File: config.mk
export PLATFORM = sky130hd
export DESIGN_NAME = flash_pe_ctrl
export DESIGN_NICKNAME = d
export VERILOG_FILES = /design/src/rtl/fpe_pkg.sv /design/src/rtl/fpe_regs.sv /design/src/rtl/fpe_seq.sv /design/src/rtl/fpe_array.sv /design/src/rtl/flash_pe_ctrl.sv
export SDC_FILE = /design/constraint.sdc
export NUM_CORES = 2
export LEC_CHECK = 0
export BUFFER_PORTS_ARGS = -buffer_cell sky130_fd_sc_hd__buf_2
export CORE_ASPECT_RATIO = 1.75
export CORE_MARGIN = 2
export CORE_UTILIZATION = 30
export DETAILED_ROUTE_END_ITERATION = 7
export HOLD_SLACK_MARGIN = 0.1
export PLACE_DENSITY_LB_ADDON = 0.08
export SLEW_MARGIN = 20
export SYNTH_ARGS = -nofsm -noshare
export SYNTH_HDL_FRONTEND = slang
export SYNTH_SLANG_ARGS = --single-unit
File: constraint.sdc
create_clock -name clk -period 3.4 [get_ports clk]
set_clock_uncertainty 0.05 [all_clocks]
set_input_delay 0.51 -clock clk [delete_from_list [all_inputs] [get_ports clk]]
set_output_delay 0.51 -clock clk [all_outputs]
set_load 0.05 [all_outputs]
File: src/rtl/fpe_pkg.sv
package fpe_pkg;
    typedef enum logic [1:0] {OP_WPROG, OP_DPROG, OP_ERASE, OP_PROT} op_e;
    typedef enum logic [1:0] {S_IDLE, S_RUN, S_SUSP, S_COMMIT} state_e;

    localparam logic [3:0] RA_STAT  = 4'd0;
    localparam logic [3:0] RA_OPSEL = 4'd1;
    localparam logic [3:0] RA_ADDR  = 4'd2;
    localparam logic [3:0] RA_SECT  = 4'd3;
    localparam logic [3:0] RA_D0L   = 4'd4;
    localparam logic [3:0] RA_D0H   = 4'd5;
    localparam logic [3:0] RA_D1L   = 4'd6;
    localparam logic [3:0] RA_D1H   = 4'd7;
    localparam logic [3:0] RA_ERR   = 4'd8;
endpackage

File: src/rtl/fpe_regs.sv
module fpe_regs
    import fpe_pkg::*;
#(
    parameter int          NSECT   = 4,
    parameter logic [15:0] INVALID = 16'hDEAD
) (
    input  logic              clk,
    input  logic              rst_n,
    input  logic [3:0]        reg_sel,
    input  logic              reg_wr,
    input  logic [15:0]       reg_wdata,
    output logic [15:0]       reg_rdata,
    input  logic              lock,
    input  logic [1:0]        busy,
    input  logic              suspended,
    input  logic              seq_err,
    input  logic              commit,
    output logic              go,
    output logic              susp_req,
    output logic              res_req,
    output logic [3:0]        opsel,
    output logic [15:0]       addr,
    output logic [NSECT-1:0]  sect,
    output logic [31:0]       d0,
    output logic [31:0]       d1
);
    logic [15:0] d0l_q, d0h_q, d1l_q, d1h_q;
    logic        err_q;
    logic        wr_open;
    logic        stat_wr;

    assign wr_open  = reg_wr && !lock;
    assign stat_wr  = reg_wr && (reg_sel == RA_STAT);
    assign go       = stat_wr && reg_wdata[0] && !lock;
    assign susp_req = stat_wr && reg_wdata[4];
    assign res_req  = stat_wr && reg_wdata[5];
    assign d0       = {d0h_q, d0l_q};
    assign d1       = {d1h_q, d1l_q};

    always_ff @(posedge clk or negedge rst_n) begin
        if (!rst_n) begin
            opsel <= '0;
            addr  <= '0;
            sect  <= '0;
            d0l_q <= '0;
            d0h_q <= '0;
            d1l_q <= '0;
            d1h_q <= '0;
            err_q <= 1'b0;
        end else begin
            if (commit) begin
                opsel <= '0;
            end else if (wr_open && reg_sel == RA_OPSEL) begin
                opsel <= reg_wdata[3:0];
            end
            if (wr_open) begin
                case (reg_sel)
                    RA_ADDR: addr  <= reg_wdata;
                    RA_SECT: sect  <= reg_wdata[NSECT-1:0];
                    RA_D0L:  d0l_q <= reg_wdata;
                    RA_D0H:  d0h_q <= reg_wdata;
                    RA_D1L:  d1l_q <= reg_wdata;
                    RA_D1H:  d1h_q <= reg_wdata;
                    default: ;
                endcase
            end
            if (seq_err) begin
                err_q <= 1'b1;
            end else if (wr_open && reg_sel == RA_ERR && reg_wdata[0]) begin
                err_q <= 1'b0;
            end
        end
    end

    always_comb begin
        reg_rdata = '0;
        if (reg_sel == RA_STAT) begin
            reg_rdata = {11'b0, suspended, busy[1], busy[0], lock, 1'b0};
        end else if (lock) begin
            reg_rdata = INVALID;
        end else begin
            case (reg_sel)
                RA_OPSEL: reg_rdata = {12'b0, opsel};
                RA_ADDR:  reg_rdata = addr;
                RA_SECT:  reg_rdata = 16'(sect);
                RA_D0L:   reg_rdata = d0l_q;
                RA_D0H:   reg_rdata = d0h_q;
                RA_D1L:   reg_rdata = d1l_q;
                RA_D1H:   reg_rdata = d1h_q;
                RA_ERR:   reg_rdata = {15'b0, err_q};
                default:  reg_rdata = '0;
            endcase
        end
    end

    // operation select self-clears after the commit cycle
    p_opsel_clear_r10: assert property (@(posedge clk) disable iff (!rst_n)
        commit |=> (opsel == '0));

    // locked address register keeps its value under a write
    p_locked_hold_r4: assert property (@(posedge clk) disable iff (!rst_n)
        (lock && reg_wr && reg_sel == RA_ADDR) |=> $stable(addr));

    // a locked clear attempt leaves the error flag set
    p_err_locked_r12: assert property (@(posedge clk) disable iff (!rst_n)
        (lock && err_q) |=> err_q);
endmodule

File: src/rtl/fpe_seq.sv
module fpe_seq
    import fpe_pkg::*;
#(
    parameter int          SPB        = 2,
    parameter int          WPS        = 4,
    parameter int          PROG_CYC   = 4,
    parameter int          ERASE_CYC  = 12,
    parameter logic [15:0] PROT_BASE  = 16'h0100,
    parameter int          PROT_WORDS = 2
) (
    input  logic                               clk,
    input  logic                               rst_n,
    input  logic                               go,
    input  logic                               susp_req,
    input  logic                               res_req,
    input  logic [3:0]                         opsel,
    input  logic [15:0]                        addr,
    input  logic [2*SPB-1:0]                   sect,
    output logic [1:0]                         busy,
    output logic                               lock,
    output logic                               suspended,
    output logic                               commit,
    output logic                               seq_err,
    output op_e                                cur_op,
    output logic [$clog2(2*SPB*WPS)-1:0]       widx,
    output logic [$clog2(PROT_WORDS)-1:0]      pidx
);
    localparam int          NSECT = 2 * SPB;
    localparam int          TOTAL = NSECT * WPS;
    localparam int          AWI   = $clog2(TOTAL);
    localparam int          PW    = $clog2(PROT_WORDS);
    localparam int          MAXC  = (ERASE_CYC > PROG_CYC) ? ERASE_CYC : PROG_CYC;
    localparam int          CW    = $clog2(MAXC + 1);
    localparam logic [15:0] TOT16 = 16'(TOTAL);
    localparam logic [15:0] PEND  = PROT_BASE + 16'(PROT_WORDS);

    state_e        state_q, state_d;
    logic [CW-1:0] cnt_q;
    logic          bank_q;
    op_e           op_d;
    logic          bank_d;
    logic          cmd_ok;
    logic          start_ok;
    logic          in_arr, in_prot, sect_b0, sect_b1;

    assign in_arr  = addr < TOT16;
    assign in_prot = (addr >= PROT_BASE) && (addr < PEND);
    assign sect_b0 = |sect[SPB-1:0];
    assign sect_b1 = |sect[NSECT-1:SPB];
    assign widx    = addr[AWI-1:0];
    assign pidx    = addr[PW-1:0];

    // command decode and legality
    always_comb begin
        cmd_ok = 1'b0;
        op_d   = OP_WPROG;
        bank_d = 1'b0;
        case (opsel)
            4'b0001: begin op_d = OP_WPROG; cmd_ok = in_arr;               bank_d = addr[AWI-1]; end
            4'b0010: begin op_d = OP_DPROG; cmd_ok = in_arr && !addr[0];   bank_d = addr[AWI-1]; end
            4'b0100: begin op_d = OP_ERASE; cmd_ok = sect_b0 ^ sect_b1;    bank_d = sect_b1;     end
            4'b1000: begin op_d = OP_PROT;  cmd_ok = in_prot;              bank_d = 1'b0;        end
            default: ;
        endcase
    end

    assign start_ok = go && (state_q == S_IDLE) && cmd_ok;
    assign seq_err  = go && (state_q == S_IDLE) && !cmd_ok;

    // state register
    always_ff @(posedge clk or negedge rst_n) begin
        if (!rst_n) begin
            state_q <= S_IDLE;
            cnt_q   <= '0;
            cur_op  <= OP_WPROG;
            bank_q  <= 1'b0;
        end else begin
            state_q <= state_d;
            if (start_ok) begin
                cur_op <= op_d;
                bank_q <= bank_d;
                cnt_q  <= (op_d == OP_ERASE) ? CW'(ERASE_CYC - 1) : CW'(PROG_CYC - 1);
            end else if (state_q == S_RUN && !susp_req && cnt_q != '0) begin
                cnt_q <= cnt_q - 1'b1;
            end
        end
    end

    // next state
    always_comb begin
        state_d = state_q;
        unique case (state_q)
            S_IDLE:   if (start_ok) state_d = S_RUN;
            S_RUN:    if (susp_req) state_d = S_SUSP;
                      else if (cnt_q == '0) state_d = S_COMMIT;
            S_SUSP:   if (res_req) state_d = S_RUN;
            S_COMMIT: state_d = S_IDLE;
        endcase
    end

    // outputs
    always_comb begin
        busy      = 2'b00;
        lock      = 1'b0;
        suspended = 1'b0;
        commit    = 1'b0;
        unique case (state_q)
            S_IDLE:   ;
            S_RUN:    begin lock = 1'b1; busy[bank_q] = 1'b1; end
            S_SUSP:   begin lock = 1'b1; suspended = 1'b1; end
            S_COMMIT: begin lock = 1'b1; busy[bank_q] = 1'b1; commit = 1'b1; end
        endcase
    end

    p_busy_lock_r2: assert property (@(posedge clk) disable iff (!rst_n)
        (busy != 2'b00) |-> lock);
    p_busy_onehot_r2: assert property (@(posedge clk) disable iff (!rst_n)
        $onehot0(busy));
    p_start_locks_r2: assert property (@(posedge clk) disable iff (!rst_n)
        start_ok |=> (lock && busy != 2'b00));
    p_reject_r9: assert property (@(posedge clk) disable iff (!rst_n)
        seq_err |=> !lock);
    p_susp_r11: assert property (@(posedge clk) disable iff (!rst_n)
        suspended |-> (lock && busy == 2'b00));
    p_finish_r10: assert property (@(posedge clk) disable iff (!rst_n)
        commit |=> (!lock && busy == 2'b00));
endmodule

File: src/rtl/fpe_array.sv
module fpe_array
    import fpe_pkg::*;
#(
    parameter int          SPB        = 2,
    parameter int          WPS        = 4,
    parameter logic [15:0] PROT_BASE  = 16'h0100,
    parameter int          PROT_WORDS = 2
) (
    input  logic                               clk,
    input  logic                               rst_n,
    input  logic                               commit,
    input  op_e                                op,
    input  logic [$clog2(2*SPB*WPS)-1:0]       widx,
    input  logic [$clog2(PROT_WORDS)-1:0]      pidx,
    input  logic [2*SPB-1:0]                   sect,
    input  logic [31:0]                        d0,
    input  logic [31:0]                        d1,
    input  logic [1:0]                         busy,
    input  logic [15:0]                        rd_addr,
    output logic [31:0]                        rd_data,
    output logic                               rd_invalid
);
    localparam int          NSECT = 2 * SPB;
    localparam int          TOTAL = NSECT * WPS;
    localparam int          AWI   = $clog2(TOTAL);
    localparam int          PW    = $clog2(PROT_WORDS);
    localparam logic [15:0] TOT16 = 16'(TOTAL);
    localparam logic [15:0] PEND  = PROT_BASE + 16'(PROT_WORDS);

    logic [31:0] mem  [TOTAL];
    logic [31:0] prot [PROT_WORDS];
    logic [AWI-1:0] odd_idx;

    assign odd_idx = {widx[AWI-1:1], 1'b1};

    always_ff @(posedge clk or negedge rst_n) begin
        if (!rst_n) begin
            for (int i = 0; i < TOTAL; i++) mem[i] <= '1;
            for (int j = 0; j < PROT_WORDS; j++) prot[j] <= '1;
        end else if (commit) begin
            unique case (op)
                OP_WPROG: mem[widx] <= mem[widx] & d0;
                OP_DPROG: begin
                    mem[widx]    <= mem[widx] & d0;
                    mem[odd_idx] <= mem[odd_idx] & d1;
                end
                OP_ERASE: begin
                    for (int i = 0; i < TOTAL; i++) begin
                        if (sect[i / WPS]) mem[i] <= '1;
                    end
                end
                OP_PROT:  prot[pidx] <= prot[pidx] & d0;
            endcase
        end
    end

    always_comb begin
        rd_data    = '0;
        rd_invalid = 1'b1;
        if (rd_addr < TOT16) begin
            if (!busy[rd_addr[AWI-1]]) begin
                rd_data    = mem[rd_addr[AWI-1:0]];
                rd_invalid = 1'b0;
            end
        end else if (rd_addr >= PROT_BASE && rd_addr < PEND) begin
            if (!busy[0]) begin
                rd_data    = prot[rd_addr[PW-1:0]];
                rd_invalid = 1'b0;
            end
        end
    end

    // a word program never raises a bit
    p_prog_clears_r5: assert property (@(posedge clk) disable iff (!rst_n)
        (commit && op == OP_WPROG) |=> ((mem[$past(widx)] & ~$past(mem[widx])) == 32'h0));

    // a busy bank never returns valid data
    p_busy_read_r3: assert property (@(posedge clk) disable iff (!rst_n)
        (rd_addr < TOT16 && busy[rd_addr[AWI-1]]) |-> (rd_invalid && rd_data == 32'h0));
endmodule

File: src/rtl/flash_pe_ctrl.sv
module flash_pe_ctrl
    import fpe_pkg::*;
#(
    parameter int          SPB        = 2,
    parameter int          WPS        = 4,
    parameter int          PROG_CYC   = 4,
    parameter int          ERASE_CYC  = 12,
    parameter logic [15:0] PROT_BASE  = 16'h0100,
    parameter int          PROT_WORDS = 2,
    parameter logic [15:0] INVALID    = 16'hDEAD
) (
    input  logic        clk,
    input  logic        rst_n,
    input  logic [3:0]  reg_sel,
    input  logic        reg_wr,
    input  logic [15:0] reg_wdata,
    output logic [15:0] reg_rdata,
    input  logic [15:0] rd_addr,
    output logic [31:0] rd_data,
    output logic        rd_invalid
);
    localparam int NSECT = 2 * SPB;
    localparam int AWI   = $clog2(NSECT * WPS);
    localparam int PW    = $clog2(PROT_WORDS);

    logic             go, susp_req, res_req;
    logic [3:0]       opsel;
    logic [15:0]      addr;
    logic [NSECT-1:0] sect;
    logic [31:0]      d0, d1;
    logic [1:0]       busy;
    logic             lock, suspended, commit, seq_err;
    op_e              cur_op;
    logic [AWI-1:0]   widx;
    logic [PW-1:0]    pidx;

    fpe_regs #(.NSECT(NSECT), .INVALID(INVALID)) u_regs (
        .clk(clk), .rst_n(rst_n), .reg_sel(reg_sel), .reg_wr(reg_wr),
        .reg_wdata(reg_wdata), .reg_rdata(reg_rdata), .lock(lock), .busy(busy),
        .suspended(suspended), .seq_err(seq_err), .commit(commit), .go(go),
        .susp_req(susp_req), .res_req(res_req), .opsel(opsel), .addr(addr),
        .sect(sect), .d0(d0), .d1(d1)
    );

    fpe_seq #(.SPB(SPB), .WPS(WPS), .PROG_CYC(PROG_CYC), .ERASE_CYC(ERASE_CYC),
              .PROT_BASE(PROT_BASE), .PROT_WORDS(PROT_WORDS)) u_seq (
        .clk(clk), .rst_n(rst_n), .go(go), .susp_req(susp_req), .res_req(res_req),
        .opsel(opsel), .addr(addr), .sect(sect), .busy(busy), .lock(lock),
        .suspended(suspended), .commit(commit), .seq_err(seq_err), .cur_op(cur_op),
        .widx(widx), .pidx(pidx)
    );

    fpe_array #(.SPB(SPB), .WPS(WPS), .PROT_BASE(PROT_BASE), .PROT_WORDS(PROT_WORDS)) u_array (
        .clk(clk), .rst_n(rst_n), .commit(commit), .op(cur_op), .widx(widx),
        .pidx(pidx), .sect(sect), .d0(d0), .d1(d1), .busy(busy),
        .rd_addr(rd_addr), .rd_data(rd_data), .rd_invalid(rd_invalid)
    );
endmodule

Word level (Yosys, flattened, before mapping)
Index checks and enable logic that the tools add are counted.

Bits in registers: 674. Latch bits: 0. RAM bits: 0. Bits in read-only memories: 0. Bits of input ports: 39. Output and inout bits: 49. Logic and storage cells: 197. Memories kept: 0.

$add $sub $neg: 1. $mul: 0. Divide/modulo/power cells: 0. Order comparisons: 17. Equal/unequal tests: 26. Shift operators: 0. Muxes and demuxes: 63. Bitwise logic cells: 9. Reduce and logical (&&, ||, !) cells: 51.

Operator list (number): case mux 512 bit (3 select lines) (1); bitwise mux 512 bit (2); 2-to-1 mux 32 bit (23); binary-select mux 32 bit (select 4 bit) (3); demux 32 bit (select 4 bit) (2); case mux 16 bit (8 select lines) (1); bitwise AND 32 bit (3); bitwise mux 64 bit (1); demux 32 bit (select 1 bit) (1); >= comparator 16 x 9 -> 1 bit, second input constant (2); less-than comparator 16 x 5 -> 1 bit, second input constant (2); less-than comparator 16 x 9 -> 1 bit, second input constant (2); 2-to-1 mux 16 bit (2); logical AND 1 bit (21); == test 4 x 3 -> 1 bit, second input constant (5); 2-to-1 mux 4 bit (5); >= comparator 5 bit, second input constant (3); inverter 4 -> 5 bit (3); AND reduction 3 bit (5); AND reduction 2 bit (7); == test 4 x 2 -> 1 bit, second input constant (3); 2-to-1 mux 1 bit (12); == test 2 bit, second input constant (5); less-than comparator 5 x 1 -> 1 bit, second input constant (2); other kinds (27) (51).

Longest topological paths before layout
Depth after elaboration: 9. Mapped depth: 11. Depth with buffers taken out: 7.

Hierarchy
From an unflattened synthesis, not the netlist that was laid out.

Cell total of the unflattened synthesis: 4277. Area total of the unflattened synthesis: 43538.0 um^2.

Modules (own cells, without submodules): fpe_array (times used 1, cells an instance 3859, area an instance 38340.5 um^2); fpe_regs (times used 1, cells an instance 341, area an instance 4485.6 um^2); fpe_seq (times used 1, cells an instance 77, area an instance 711.9 um^2).

Least setup slack after synthesis
OpenSTA, ideal clock, no wires.

Kind: input-to-output. Start point: input reg_sel[0]. End point: output reg_rdata[1]. Arrival time: 2.822 ns. Required time: 2.840 ns. Setup slack: 0.018 ns. Stages on the path: 7. Path buffers: 2. Cell sequence: clkbuf_1 clkbuf_1 nor2b_1 a22oi_1 nor2_1 nor3_1 a221oi_1.

Cells in the longest elaborated chain, start to end: 4.

Ends and longest elaborated chain: from (decl) (RTL line flash_pe_ctrl.sv:14) `input logic [3:0] reg_sel,`; == test 4 bit, or another cell as far along (RTL line fpe_regs.sv:82) `case (reg_sel)`; case mux 16 bit (8 select lines) (RTL line fpe_regs.sv:82); 2-to-1 mux 16 bit (RTL line fpe_regs.sv:79) `end else if (lock) begin`; 2-to-1 mux 16 bit (*) (RTL line fpe_regs.sv:77) `if (reg_sel == RA_STAT) begin`; to (decl) (RTL line flash_pe_ctrl.sv:17) `output logic [15:0] reg_rdata,`.

Mark *: on every way between the ends. The rest lies on a longest branch, timed or not.

Worst setup path after layout
Start point: register u_seq.state_q[0]. End point: output rd_data[19].

Cells in the longest elaborated chain, start to end: 7.

Ends and longest elaborated chain: from (decl) (RTL line fpe_seq.sv:37) `state_e state_q, state_d;`; from (signal assigned) (RTL line fpe_seq.sv:78) `state_q <= state_d;`; == test 2 bit / == test 2 x 1 -> 1 bit (equally long branches) (RTL line fpe_seq.sv:107) `unique case (state_q)`; OR reduction 2 bit (no line) (*); 2-to-1 mux 2 bit (*); 2-to-1 mux 1 bit (implied by the code) (2 in series) (RTL line fpe_array.sv:61) `if (!busy[rd_addr[AWI-1]]) begin`; 2-to-1 mux 32 bit (RTL line fpe_array.sv:61); 2-to-1 mux 32 bit (*) (RTL line fpe_array.sv:60) `if (rd_addr < TOT16) begin`; to (decl) (RTL line flash_pe_ctrl.sv:19) `output logic [31:0] rd_data,`.

Mark *: on every way between the ends. The rest lies on a longest branch, timed or not. The select of a mux whose other input is x is not followed.

==> results.cfg <==
[grt]
grt_overflow = 0
antenna_found_initial = 20
grt_first_pass_wirelength_mm = 345
grt_max_degree = 72
grt.total_usage = 0.335
grt_pass1_vias = 41300

[finish]
seq_area_sq_um = 17600
fin_nets = 4404
final_layout_size_suffix_gt1_frac = 0.374
final_common_cell = dfstp_2
layout_common_cells = 576 x dfstp_2, 553 x a21oi_1, 423 x o21ai_0
syn2layout_area_growth_pct = 18.7
multiInputGateArea_sq_um = 23600
postLayoutCellArea_sq_um = 51200
fillers = 14300
finalNonFillerCells = 6293

[placed_design]
port_buffers = 87
placed_cells = 6136
gp_congestion = 0.951
placed_area_sq_um = 48500
dp_hpwl_mm = 177

[hold_path]
hold_class = input port to register

[timing]
fmax_mhz = 300
relSlewSlack = 0.157
tightestPinTransition_ns = 1.26
post-route-period-util = 0.982
rsz0062_at_grt = no
tns_ns = 0
fin_crit_ns = 3.34
setup_violations = 0
finalHoldViolCount = 0
final_max_slew_viol_count = 0

[critical_path]
startpoint_type = register
cpMaxStageDelayCell = dfrtp_1
cp_max_fo = 18
max_stage_delay_ns = 0.53
end_kind = output port
worstPathArrival_ns = 2.78
cp_cell_sequence = nor2b_1, or3_2, buf_4, o22ai_1, buf_12
cp.required_ns = 2.84
crit_type = register to output port

[status]
status = finished clean

[synthesis]
synth-seq-area-share = 0.408
synth_largest_area_cell = dfstp_2
ys_async_sr_fraction = 1.00
avgSynthCellArea_sq_um = 10.2
ys_ff_latch = 674
yosysUniqueCellTypes = 113
synth-edff-count = 0
netlist_area_sq_um = 43200
ys.flop_type = dfstp_2
synthCells = 4232
synthTopCellsByArea = dfstp_2 35%, mux4_2 12%, a21oi_1 6.5%, dfrtp_1 5.7%, o21ai_0 4.9%
yosysWarnings = 0
syn_nets = 4276
synth_top_area_frac = 0.351

[job]
maxCapViolations = 0

[route]
ant_nets = 0
first_pass_iters = 8
drt_wl_total_mm = 251
drt_iter0_markers = 4271
viasPerCell = 6.54
vias = 41200
drc_errors = 0
wire_per_inst_microns = 39.9

[clock_network]
cts_sinks = 674
htree_levels = 3
cts.clk_slew.worst_paths_ns = 0.07
clockBufferDepth = 3
tritoncts = yes
post_cts_buffers = 0
numCtsBuffers = 75
cts-root-buf = clkbuf_16
insertion_delay_ns = 0.69

[floorplanning]
io_pins = 88
num_rows = 184
dieWidth_microns = 291
core-area_sq_um = 143000
die_height_microns = 506
dieArea_sq_um = 147000
start_util = 0.301

[pwr]
peakVddDrop_mv = 0.381
internal_power_w = 0.0211
power_density_nw_per_um2 = 741
power_switching_w = 0.0168
leakage_nw = 18.6
p_sw_frac = 0.443
p_seq_frac = 0.383
p_comb_frac = 0.379
pwr-share-clk = 0.238
-- timing repair --
item | 4_1_cts | 5_1_grt
hold buffers | 7 | 0
resized for setup | 0 | 1
hold endpoints to repair | 46 | 0
setup endpoints to repair | 0 | 1
-- Yosys cell counts (all sizes together), types with 27 or more instances --
library cell / n
a31oi: 122
o22ai: 52
dfstp: 576
nor2b: 31
mux2i: 153
o21ai: 432
buf: 185
inv: 43
a21oi: 573
nand2: 211
a211oi: 39
dfrtp: 98
a22oi: 51
mux2: 137
nor3: 53
o211ai: 68
nor2: 228
or3: 27
a221oi: 77
mux4: 234
o21a: 99
and3: 31
nand3: 117
clkbuf: 243
-- power by group through the flow --
stage               combinational, W  clock, W  sequential [W]
floorplan                    0.00892         0          0.0118
global placement              0.0140         0          0.0145
detailed placement            0.0141         0          0.0145
CTS                           0.0142   0.00918          0.0143
global route                  0.0149   0.00944          0.0145
finish                        0.0144   0.00902          0.0145
-- metal layers --
layer / part of all wire / track usage / wire [microns]
met5: 0.00042 / 0 / 105
met4: 0.092 / 0.272 / 23200
met3: 0.071 / 0.0637 / 18000
met2: 0.48 / 0.561 / 121000
met1: 0.35 / 0.371 / 88600
-- cell type report --
cell class,instances,area share
diodes,15,0.000733
clock inverters,22,0.00540
repair buffers,479,0.0950
clock buffers,113,0.0454
flip-flops and latches,674,0.344
multi-input cells,3083,0.461
inverters,47,0.00344
well taps,1860,0.0454
-- through the flow --
stage	hold WS (ns)	worst slack (ns)	power, W	utilization
4_1_cts	0.100	0.0877	0.0377	0.357
3_5_place_dp	0.398	0.142	0.0286	0.339
2_1_floorplan	0.164	0.0178	0.0207	-
6_report	0.116	0.0617	0.0379	0.358
3_3_place_gp	0.394	0.136	0.0285	0.339
5_1_grt	0.115	0.0289	0.0389	0.358
-- flip-flops by register name (all words and copies together) (netlist names) --
register       flops
u_array.mem      512
u_array.prot      64
u_regs.addr       16
u_regs.d0h_q      16
u_regs.d0l_q      16
u_regs.d1h_q      16
u_regs.d1l_q      16
u_regs.err_q       1
u_regs.opsel       4
u_regs.sect        4
u_seq.bank_q       1
u_seq.cnt_q        4
u_seq.cur_op       2
u_seq.state_q      2
-- logic make-up after synthesis --
group | Yosys count | synth area share
buffers and inverters | 475 | 0.0516
flip-flops | 674 | 0.408
AND/OR/NAND/NOR | 840 | 0.0980
XOR/XNOR | 8 | 0.00162
multiplexers | 524 | 0.194
adder cells (fa/ha/maj) | 5 | 0.00145
AO/OA/AOI/OAI | 1706 | 0.246
-- final timing paths --
check / start / depth (start not counted) / slack (ns) / end
min in group asynchronous: rst_n / 2 / 0.48 / u_regs.d1l_q[2]
max in group asynchronous: rst_n / 3 / 1.75 / u_array.mem[42]
worst max-delay path: u_seq.state_q[0] / 5 / 0.06 / rd_data[19]
worst max register to register: u_regs.addr[2] / 5 / 0.12 / u_array.mem[111]
worst min-delay path: reg_wdata[12] / 2 / 0.12 / u_regs.d0l_q[12]
worst min register to register: u_array.prot[42] / 1 / 0.40 / u_array.prot[42]
-- critical path: cells and delay by family (launching register included) --
kind,cells,cell delay [ns]
AND/OR/NAND/NOR,2,0.72
flip-flops,1,0.53
buffers and inverters,2,0.44
AO/OA/AOI/OAI,1,0.36
No activity file was read; power rests on OpenSTA's default activity.
